File: src/rtl/can_af_pkg.sv
package can_af_pkg;
  localparam int AF_ID_W  = 29;
  localparam int AF_STD_W = 11;

  typedef enum logic [1:0] {
    AF_MODE_FILT = 2'b00,
    AF_MODE_STD  = 2'b01,
    AF_MODE_EXT  = 2'b10,
    AF_MODE_ALL  = 2'b11
  } af_mode_e;
endpackage

File: src/rtl/can_af_cfg.sv
module can_af_cfg
  import can_af_pkg::*;
#(
  parameter int NUM_F  = 6,
  parameter int ID_W   = AF_ID_W,
  parameter int ADDR_W = 4,
  parameter int DATA_W = 32
) (
  input  logic                       clk,
  input  logic                       rst_n,
  input  logic                       we,
  input  logic [ADDR_W-1:0]          addr,
  input  logic [DATA_W-1:0]          wdata,
  output logic [NUM_F-1:0][ID_W-1:0] flt_id,
  output logic [NUM_F-1:0]           flt_ext,
  output logic [ID_W-1:0]            mask0,
  output logic [ID_W-1:0]            mask1,
  output af_mode_e                   mode0,
  output af_mode_e                   mode1
);
  localparam logic [ADDR_W-1:0] A_MASK0 = ADDR_W'(NUM_F);
  localparam logic [ADDR_W-1:0] A_MASK1 = ADDR_W'(NUM_F + 1);
  localparam logic [ADDR_W-1:0] A_MODE  = ADDR_W'(NUM_F + 2);

  for (genvar i = 0; i < NUM_F; i++) begin : g_flt
    always_ff @(posedge clk or negedge rst_n) begin
      if (!rst_n) begin
        flt_id[i]  <= '0;
        flt_ext[i] <= 1'b0;
      end else if (we && addr == ADDR_W'(i)) begin
        flt_id[i]  <= wdata[ID_W-1:0];
        flt_ext[i] <= wdata[ID_W];
      end
    end
  end

  always_ff @(posedge clk or negedge rst_n) begin
    if (!rst_n) begin
      mask0 <= '0;
      mask1 <= '0;
      mode0 <= AF_MODE_FILT;
      mode1 <= AF_MODE_FILT;
    end else if (we) begin
      if (addr == A_MASK0) mask0 <= wdata[ID_W-1:0];
      if (addr == A_MASK1) mask1 <= wdata[ID_W-1:0];
      if (addr == A_MODE) begin
        mode0 <= af_mode_e'(wdata[1:0]);
        mode1 <= af_mode_e'(wdata[3:2]);
      end
    end
  end
endmodule

File: src/rtl/can_af_match.sv
module can_af_match
  import can_af_pkg::*;
#(
  parameter int ID_W  = AF_ID_W,
  parameter int STD_W = AF_STD_W
) (
  input  logic [ID_W-1:0] frm_id,
  input  logic            frm_ext,
  input  logic [ID_W-1:0] flt_id,
  input  logic            flt_ext,
  input  logic [ID_W-1:0] mask,
  input  af_mode_e        mode,
  output logic            hit
);
  localparam logic [ID_W-1:0] STD_SPAN = {{STD_W{1'b1}}, {(ID_W-STD_W){1'b0}}};

  logic [ID_W-1:0] span;
  logic            bits_ok;
  logic            type_ok;

  always_comb begin
    span    = frm_ext ? '1 : STD_SPAN;
    bits_ok = ~|((frm_id ^ flt_id) & mask & span);
    type_ok = (frm_ext == flt_ext);
    unique case (mode)
      AF_MODE_STD: hit = type_ok & ~frm_ext & bits_ok;
      AF_MODE_EXT: hit = type_ok &  frm_ext & bits_ok;
      default:     hit = type_ok & bits_ok;
    endcase
  end
endmodule

File: src/rtl/can_af_pick.sv
module can_af_pick
  import can_af_pkg::*;
#(
  parameter int N     = 2,
  parameter int BASE  = 0,
  parameter int IDX_W = 3
) (
  input  logic [N-1:0]     hits,
  input  af_mode_e         mode,
  output logic             acc,
  output logic [IDX_W-1:0] idx
);
  always_comb begin
    idx = '0;
    for (int j = N - 1; j >= 0; j--) begin
      if (hits[j]) idx = IDX_W'(BASE + j);
    end
    acc = (|hits) | (mode == AF_MODE_ALL);
  end
endmodule

File: src/rtl/can_af_top.sv
module can_af_top
  import can_af_pkg::*;
#(
  parameter int NUM_F0 = 2,
  parameter int NUM_F1 = 4,
  parameter int ID_W   = AF_ID_W,
  parameter int STD_W  = AF_STD_W,
  parameter int ADDR_W = 4,
  parameter int DATA_W = 32,
  localparam int NF    = NUM_F0 + NUM_F1,
  localparam int IDX_W = $clog2(NF)
) (
  input  logic              clk,
  input  logic              rst_n,
  input  logic              cfg_we,
  input  logic [ADDR_W-1:0] cfg_addr,
  input  logic [DATA_W-1:0] cfg_wdata,
  input  logic              frm_valid,
  output logic              frm_ready,
  input  logic [ID_W-1:0]   frm_id,
  input  logic              frm_ext,
  output logic              res_valid,
  input  logic              res_ready,
  output logic              res_acc0,
  output logic [IDX_W-1:0]  res_idx0,
  output logic              res_acc1,
  output logic [IDX_W-1:0]  res_idx1
);
  logic [NF-1:0][ID_W-1:0] flt_id;
  logic [NF-1:0]           flt_ext;
  logic [ID_W-1:0]         mask0, mask1;
  af_mode_e                mode0, mode1;
  logic [NF-1:0]           hits;
  logic                    acc0_c, acc1_c;
  logic [IDX_W-1:0]        idx0_c, idx1_c;

  can_af_cfg #(
    .NUM_F(NF), .ID_W(ID_W), .ADDR_W(ADDR_W), .DATA_W(DATA_W)
  ) u_cfg (
    .clk(clk), .rst_n(rst_n), .we(cfg_we), .addr(cfg_addr), .wdata(cfg_wdata),
    .flt_id(flt_id), .flt_ext(flt_ext), .mask0(mask0), .mask1(mask1),
    .mode0(mode0), .mode1(mode1)
  );

  for (genvar i = 0; i < NF; i++) begin : g_match
    localparam bit IN_B0 = (i < NUM_F0);
    can_af_match #(.ID_W(ID_W), .STD_W(STD_W)) u_match (
      .frm_id(frm_id), .frm_ext(frm_ext),
      .flt_id(flt_id[i]), .flt_ext(flt_ext[i]),
      .mask(IN_B0 ? mask0 : mask1),
      .mode(IN_B0 ? mode0 : mode1),
      .hit(hits[i])
    );
  end

  can_af_pick #(.N(NUM_F0), .BASE(0), .IDX_W(IDX_W)) u_pick0 (
    .hits(hits[NUM_F0-1:0]), .mode(mode0), .acc(acc0_c), .idx(idx0_c)
  );

  can_af_pick #(.N(NUM_F1), .BASE(NUM_F0), .IDX_W(IDX_W)) u_pick1 (
    .hits(hits[NF-1:NUM_F0]), .mode(mode1), .acc(acc1_c), .idx(idx1_c)
  );

  assign frm_ready = ~res_valid | res_ready;

  always_ff @(posedge clk or negedge rst_n) begin
    if (!rst_n) begin
      res_valid <= 1'b0;
      res_acc0  <= 1'b0;
      res_idx0  <= '0;
      res_acc1  <= 1'b0;
      res_idx1  <= '0;
    end else if (frm_valid && frm_ready) begin
      res_valid <= 1'b1;
      res_acc0  <= acc0_c;
      res_idx0  <= idx0_c;
      res_acc1  <= acc1_c;
      res_idx1  <= idx1_c;
    end else if (res_ready) begin
      res_valid <= 1'b0;
    end
  end
endmodule

File: config.mk
export PLATFORM = sky130hd
export DESIGN_NAME = can_af_top
export DESIGN_NICKNAME = d
export VERILOG_FILES = /design/src/rtl/can_af_pkg.sv /design/src/rtl/can_af_cfg.sv /design/src/rtl/can_af_match.sv /design/src/rtl/can_af_pick.sv /design/src/rtl/can_af_top.sv
export SDC_FILE = /design/constraint.sdc
export NUM_CORES = 1
export LEC_CHECK = 0
export ABC_AREA = 0
export BUFFER_PORTS_ARGS = -buffer_cell sky130_fd_sc_hd__buf_2
export CORE_UTILIZATION = 50
export DETAILED_ROUTE_END_ITERATION = 8
export HOLD_SLACK_MARGIN = 0.02
export PLACE_DENSITY = 0.68
export SETUP_SLACK_MARGIN = 0.3
export SYNTH_ARGS = -nofsm -noshare
export SYNTH_HDL_FRONTEND = slang
export SYNTH_SLANG_ARGS = --single-unit
File: constraint.sdc
create_clock -name clk -period 4.1 [get_ports clk]
set_clock_uncertainty 0.1 [all_clocks]
set_input_delay 0 -clock clk [delete_from_list [all_inputs] [get_ports clk]]
set_output_delay 0 -clock clk [all_outputs]
set_load 0.02 [all_outputs]
==> results of run 1 <==
flip-flops by register name, summed over array words and instances, names as in the netlist:
register	cells
res_idx0	1
u_cfg.mode0	2
u_cfg.mode1	2
res_idx1	3
u_cfg.flt_id	174
res_acc1	1
u_cfg.mask1	29
u_cfg.flt_ext	6
res_acc0	1
res_valid	1
u_cfg.mask0	29
through the flow:
| step | setup WS, ps | total power, uW | instances | hold WS [ps] | cell area (um2) |
|---|---|---|---|---|---|
| 6_report | 1770 | 7820 | 1331 | 53.0 | 14000 |
| 4_1_cts | 1780 | 7870 | 1331 | 65.5 | 14000 |
| 5_1_grt | 1680 | 8180 | 1331 | 114 | 14000 |
| 2_1_floorplan | 2280 | 4580 | 896 | -396 | 12000 |
| 3_5_place_dp | 1810 | 5140 | 1241 | 60.7 | 12600 |
| 3_3_place_gp | 1820 | 5090 | 1241 | 56.9 | 12600 |
layout by cell type, fill, tap and decap left out, types with 6 or more instances in the layout:
cell type / n
a22oi_1: 51
nand4_1: 12
xor2_1: 181
clkbuf_16: 29
clkinv_2: 7
a221oi_1: 11
dfrtp_1: 249
nand3_1: 7
a22o_1: 12
a222oi_1: 6
dlygate4sd3_1: 39
buf_2: 75
nand2_1: 17
buf_4: 6
mux2_2: 240
area by class of cell:
| class | instances | share of cell area |
|---|---|---|
| clock inverter | 14 | 0.0143 |
| timing repair buffer | 122 | 0.0605 |
| multi-input combinational | 588 | 0.393 |
| inverter | 2 | 0.000537 |
| clock buffer | 37 | 0.0569 |
| sequential | 249 | 0.446 |
| tap | 319 | 0.0286 |
worst register-to-register path, cell delays in order (launching register included):
cell	delay, ps
dfrtp_1	390
xor2_1	150
a22o_1	240
a221oi_1	450
nand4_1	270
a211oi_1	440
nor2_1	80
a21oi_1	140
path summary, 6_finish.rpt:
kind / startpoint / end / depth (start not counted)
setup / recovery: u_cfg.flt_id[39] / res_acc0 / 7
hold / removal: rst_n / u_cfg.flt_id[85] / 2
setup reg to reg: u_cfg.flt_id[39] / res_acc0 / 7
hold reg to reg: res_idx1[1] / res_idx1[1] / 1
max in group asynchronous: rst_n / u_cfg.mask0[6] / 3
min in group clk: frm_ext / res_acc0 / 4
cells by family (layout without fill, tap and decap cells):
family	count (synthesis)	in the layout	synth area share
buf+inv	59	175	0.0253
compound gates	101	101	0.0677
fa+ha+maj	4	4	0.00417
mux	240	240	0.225
simple gates	59	59	0.0258
other cells	1	2	0.000312
flops	249	249	0.519
xor+xnor	182	182	0.133
power by group:
part	internal, uW	switching (uW)	leakage, uW
combinational	878	775	0.00279
sequential	3030	458	0.00305
clock	1670	1010	0.000489
total	5580	2240	0.00633
routing by layer:
layer / wire, um / up-vias
met3: 1100 / 50
met1: 13200 / 3888
met5: 13 / -
li1: - / 3396
met2: 13800 / 179
met4: 780 / 2
repair_timing:
item	in CTS	in global routing
hold buffers	39	0
setup endpoints to repair	0	0
setup buffers	0	0
hold endpoints to repair	366	0
synthesized netlist by cell type, drive strengths merged, types with 2 or more instances:
master,count
dfrtp,249
mux2,240
xor2,181
a22oi,51
buf,42
nand2,18
clkbuf,15
a22o,13
nand4,12
a221oi,11
nand3,7
a222oi,6
a21oi,5
nor2,5
and3,4
ha,4
nand2b,4
o21ai,4
a2111oi,3
nand3b,3
nor3b,3
a211o,2
and2,2
inv,2
o31ai,2
==> impl_metrics.py, run 1 <==
metrics = {
    "outcome": {
        "status": "finished, final reports clean",
    },
    "drt": {
        "wl_per_cell_um": 21.8,
        "drc": 0,
        "final_antenna_net_count": 0,
        "postRouteWirelength_um": 29000,
        "vias": 7515,
        "via_per_inst": 5.65,
        "drtIter0Drc": 481,
        "drt_first_pass_iters": 5,
    },
    "worst_setup_path": {
        "setup.worst_path.start_class": "flop",
        "path_max_fanout": 2,
        "cp-end-kind": "flop",
        "required_ps": 4460,
        "critPathMaxStageDelay_ps": 450,
        "crit_type": "flop to flop",
        "arrival_ps": 2690,
        "worstPathCellList": "xor2_1 -> a22o_1 -> a221oi_1 -> nand4_1 -> a211oi_1 -> nor2_1 -> a21oi_1",
        "r2r_slack_ps": 1770,
        "slowest_stage": "a221oi_1",
        "path_delay_family": "compound AO/OA/AOI/OAI gates",
        "path_buf_inv": 0,
    },
    "floorplan": {
        "dieWidth_um": 157,
        "row_count": 56,
        "core_area_um2": 23500,
        "initial_core_util": 0.510,
        "die_area_um2": 24600,
        "die_y_um": 157,
        "ios": 81,
    },
    "synthesis": {
        "yosysUniqueCellTypes": 36,
        "avgSynthCellArea_um2": 13.4,
        "synth_area_um2": 12000,
        "yosys_warnings": 0,
        "yosys.area.top_type": "dfrtp_1",
        "synth_ff_type": "dfrtp_1",
        "ys_ff_latch": 249,
        "synth.area.top_cells": "dfrtp_1 52%, mux2_2 23%, xor2_1 13%",
        "netlist_instances": 895,
        "synth-edff-count": 0,
        "yosysTopAreaCellShare": 0.519,
        "ys_seq_area_frac": 0.519,
        "async_reset_ff_frac": 1.00,
    },
    "cts": {
        "h-tree-depth": 1,
        "clk_path_buf_depth": 3,
        "clock-sinks": 249,
        "cts_buffers": 28,
        "clk_pin_slew_worst_paths_ps": 60,
        "post_cts_resize_count": 0,
        "clock_latency_ps": 540,
        "cts_tree": "built",
        "cts-root-buf": "clkbuf_16",
    },
    "place": {
        "dpl.hpwl_um": 18800,
        "gp_congestion": 0.830,
        "port_buffers": 76,
    },
    "timing": {
        "setup_tns_ps": 0,
        "maxSlewHeadroom": 0.227,
        "finalSetupViolations": 0,
        "fin_crit_ps": 2330,
        "hold_viol_final": 0,
        "max_freq_mhz": 429,
        "tightestPinTransition_ps": 1160,
        "rsz0062_at_grt": "false",
        "finalCritPeriodShare": 0.569,
        "finalMaxSlewViolations": 0,
    },
    "flow_run": {
        "cap_violations": 0,
    },
    "grt": {
        "overflow": 0,
        "grt.busiest_layer": "met2",
        "grt_util_met1": 0.337,
        "grt_use_total": 0.247,
        "grt_pass1_vias": 7817,
        "global_route.usage.met3": 0.0330,
        "grt_max_degree": 121,
        "antenna_found_initial": 1,
        "grt_pass1_wl_um": 45400,
        "gr-usage-met2": 0.409,
    },
    "cells_and_area": {
        "utilization": 0.594,
        "area_growth_pct": 16.4,
        "nets": 1066,
        "insertedDiodeCount": 0,
        "final-seq-area_um2": 6230,
        "fillCellCount": 1962,
        "multi_input_area_um2": 5500,
        "drive_gt1_frac": 0.376,
    },
    "pwr": {
        "leakage_uw": 0.00633,
        "irDropWorstVdd_v": 0.000365,
        "power_density_nw_per_um2": 560,
    },
    "hold_path": {
        "worstHoldPathType": "primary input to async pin",
    },
}
No activity file was read; power rests on OpenSTA's default activity.
==> inputs of run 2 (changes only) <==
--- a/config.mk
+++ b/config.mk
@@ -10,7 +10,7 @@
 export CORE_UTILIZATION = 50
 export DETAILED_ROUTE_END_ITERATION = 8
 export HOLD_SLACK_MARGIN = 0.02
-export PLACE_DENSITY = 0.68
+export PLACE_DENSITY = 0.71
 export SETUP_SLACK_MARGIN = 0.3
 export SYNTH_ARGS = -nofsm -noshare
 export SYNTH_HDL_FRONTEND = slang
==> constraint.sdc (replaced) <==
create_clock -name clk -period 2 [get_ports clk]
set_clock_uncertainty 0.1 [all_clocks]
set_input_delay 0 -clock clk [delete_from_list [all_inputs] [get_ports clk]]
set_output_delay 0 -clock clk [all_outputs]
set_load 0.02 [all_outputs]
==> run 2 against run 1 <==
  * Global-route usage is 0.35 points higher
  * Cell count is 2.6% higher
  * First-iteration DRC count decreased by 28%
  * Largest power group unchanged
  * The flow now finishes with violations (setup timing)
  * Highest routed layer is now met4
  * Via count up 2.7%
  * Clock-buffer cell count is 1 lower
  * Die area stayed put
==> impl_metrics.py, run 2 (synthesis results as in run 1) <==
metrics = {
    "floorplan": {
        "core_area_um2": 23500,
        "die_area_um2": 24600,
        "row_count": 56,
        "die_y_um": 157,
        "dieWidth_um": 157,
        "initial_core_util": 0.510,
        "ios": 81,
    },
    "drt": {
        "drtIter0Drc": 344,
        "vias": 7720,
        "via_per_inst": 5.65,
        "final_antenna_net_count": 0,
        "drc": 0,
        "wl_per_cell_um": 21.8,
        "postRouteWirelength_um": 29800,
        "drt_first_pass_iters": 5,
    },
    "timing": {
        "hold_viol_final": 0,
        "fin_crit_ps": 2150,
        "finalMaxSlewViolations": 0,
        "tightestPinTransition_ps": 570,
        "setup_tns_ps": -340,
        "finalSetupViolations": 4,
        "worst_slack_ps": -148,
        "maxSlewHeadroom": 0.620,
        "max_freq_mhz": 465,
        "rsz0062_at_grt": "true",
        "finalCritPeriodShare": 1.07,
        "whs_ps": 28.1,
    },
    "worst_setup_path": {
        "path_max_fanout": 2,
        "slowest_stage": "a222oi_1",
        "worstPathCellList": "xor2_1 -> a222oi_1 -> nand4_1 -> a2111oi_4 -> and2_1 -> o21ai_1 -> a22o_2",
        "setup.worst_path.start_class": "flop",
        "cp-end-kind": "flop",
        "critPathMaxStageDelay_ps": 410,
        "arrival_ps": 2460,
        "required_ps": 2320,
        "crit_type": "flop to flop",
    },
    "outcome": {
        "status": "finished with violations",
        "violations": "setup timing",
    },
    "cts": {
        "clock_latency_ps": 520,
        "clk_pin_slew_worst_paths_ps": 60,
        "clk_path_buf_depth": 3,
        "cts_tree": "built",
        "cts_buffers": 27,
        "clock-sinks": 249,
        "cts-root-buf": "clkbuf_16",
        "h-tree-depth": 1,
    },
    "pwr": {
        "irDropWorstVdd_v": 0.000719,
        "power_density_nw_per_um2": 1100,
        "leakage_uw": 0.00654,
    },
    "cells_and_area": {
        "drive_gt1_frac": 0.417,
        "max_flop_register": "u_cfg.flt_id",
        "final_cell_mix": "249 x dfrtp_1, 240 x mux2_2, 179 x xor2_1",
        "reg_top3": "u_cfg.flt_id x174, u_cfg.mask0 x29, u_cfg.mask1 x29",
        "final_cell_area_um2": 14400,
        "mostFrequentLayoutCell": "dfrtp_1",
        "nets": 1105,
        "area_growth_pct": 19.9,
        "stdcell_count": 1366,
        "largest_register_ffs": 174,
        "insertedDiodeCount": 0,
    },
    "grt": {
        "grt_pass1_vias": 7882,
        "grt_use_total": 0.250,
        "overflow": 0,
        "grt_pass1_wl_um": 46300,
        "antenna_found_initial": 0,
        "grt_max_degree": 78,
    },
    "place": {
        "dpl.hpwl_um": 19600,
        "port_buffers": 76,
        "gp_congestion": 0.865,
        "placed_area_um2": 13000,
        "placed_cells": 1277,
    },
    "hold_path": {
        "worstHoldPathType": "primary input to flop",
    },
    "flow_run": {
        "cap_violations": 0,
    },
}
-- run 2: cell count changes in the layout (fill, tap and decap cells not counted), moves of 3 or more --
cell       delta
a221oi_1      -8
a2111oi_4     +3
buf_12        +6
a2111oi_2     -3
bufinv_16     -3
a221oi_2      +8
buf_4        +31
-- run 2: metal layers --
metal,wire (um),vias to the layer above,part of all wire,GRT usage
met4,797,0,0.027,0.0668
li1,-,3472,-,-
met3,1530,55,0.051,0.0402
met1,13400,3979,0.45,0.349
met2,14000,214,0.47,0.406
met5,0,-,0,0
-- run 2: timing repair --
| item | 4_1_cts | 5_1_grt |
|---|---|---|
| setup buffers | 1 | 2 |
| gates resized for setup | 20 | 8 |
| hold buffers | 40 | 0 |
| endpoints found under the setup margin | 6 | 87 |
| hold endpoints to repair | 498 | 0 |
| pin swaps | 14 | 9 |
| gates cloned | 0 | 0 |
-- run 2: through the flow --
step	power [uW]	setup WS, ps	utilization
3_3_place_gp	10700	-129	0.550
6_report	15900	-148	0.612
5_1_grt	16600	-236	0.612
4_1_cts	15900	-126	0.609
2_1_floorplan	9400	182	-
3_5_place_dp	10800	-137	0.550
-- run 2: final timing paths --
check / cells past startpoint / end / slack (ps) / startpoint
min in group asynchronous: 3 / u_cfg.flt_id[50] / 420 / rst_n
worst min register to register: 1 / res_idx1[1] / 390 / res_idx1[1]
worst max register to register: 7 / res_idx1[0] / -150 / u_cfg.flt_id[138]
worst max-delay path: 7 / res_idx1[0] / -150 / u_cfg.flt_id[138]
worst min-delay path: 5 / u_cfg.flt_id[24] / 30 / cfg_addr[3]
max in group asynchronous: 4 / u_cfg.flt_id[45] / 620 / rst_n
-- run 2: worst max-delay path: cells and delay by family, from the launching register on --
| family | cells | cell delay (ps) |
|---|---|---|
| AOI/OAI and AO/OA | 4 | 960 |
| xor gates and xnor gates | 1 | 160 |
| DFF | 1 | 380 |
| and+or+nand+nor | 2 | 440 |
-- run 2: cell type report --
| cell class | instances | area (um2) |
|---|---|---|
| Inverter | 2 | 7.51 |
| Clock buffer | 36 | 759 |
| Clock inverter | 10 | 104 |
| Timing Repair Buffer | 162 | 1230 |
| Fill cell | 1892 | 9140 |
| Tap cell | 319 | 399 |
| Sequential cell | 249 | 6230 |
| Multi-Input combinational cell | 588 | 5670 |
-- run 2: where the power goes --
| group | leakage, uW | internal (uW) | switching [uW] |
|---|---|---|---|
| sequential | 0.00305 | 6220 | 934 |
| clock | 0.000434 | 2900 | 1970 |
| combinational | 0.00305 | 2070 | 1760 |
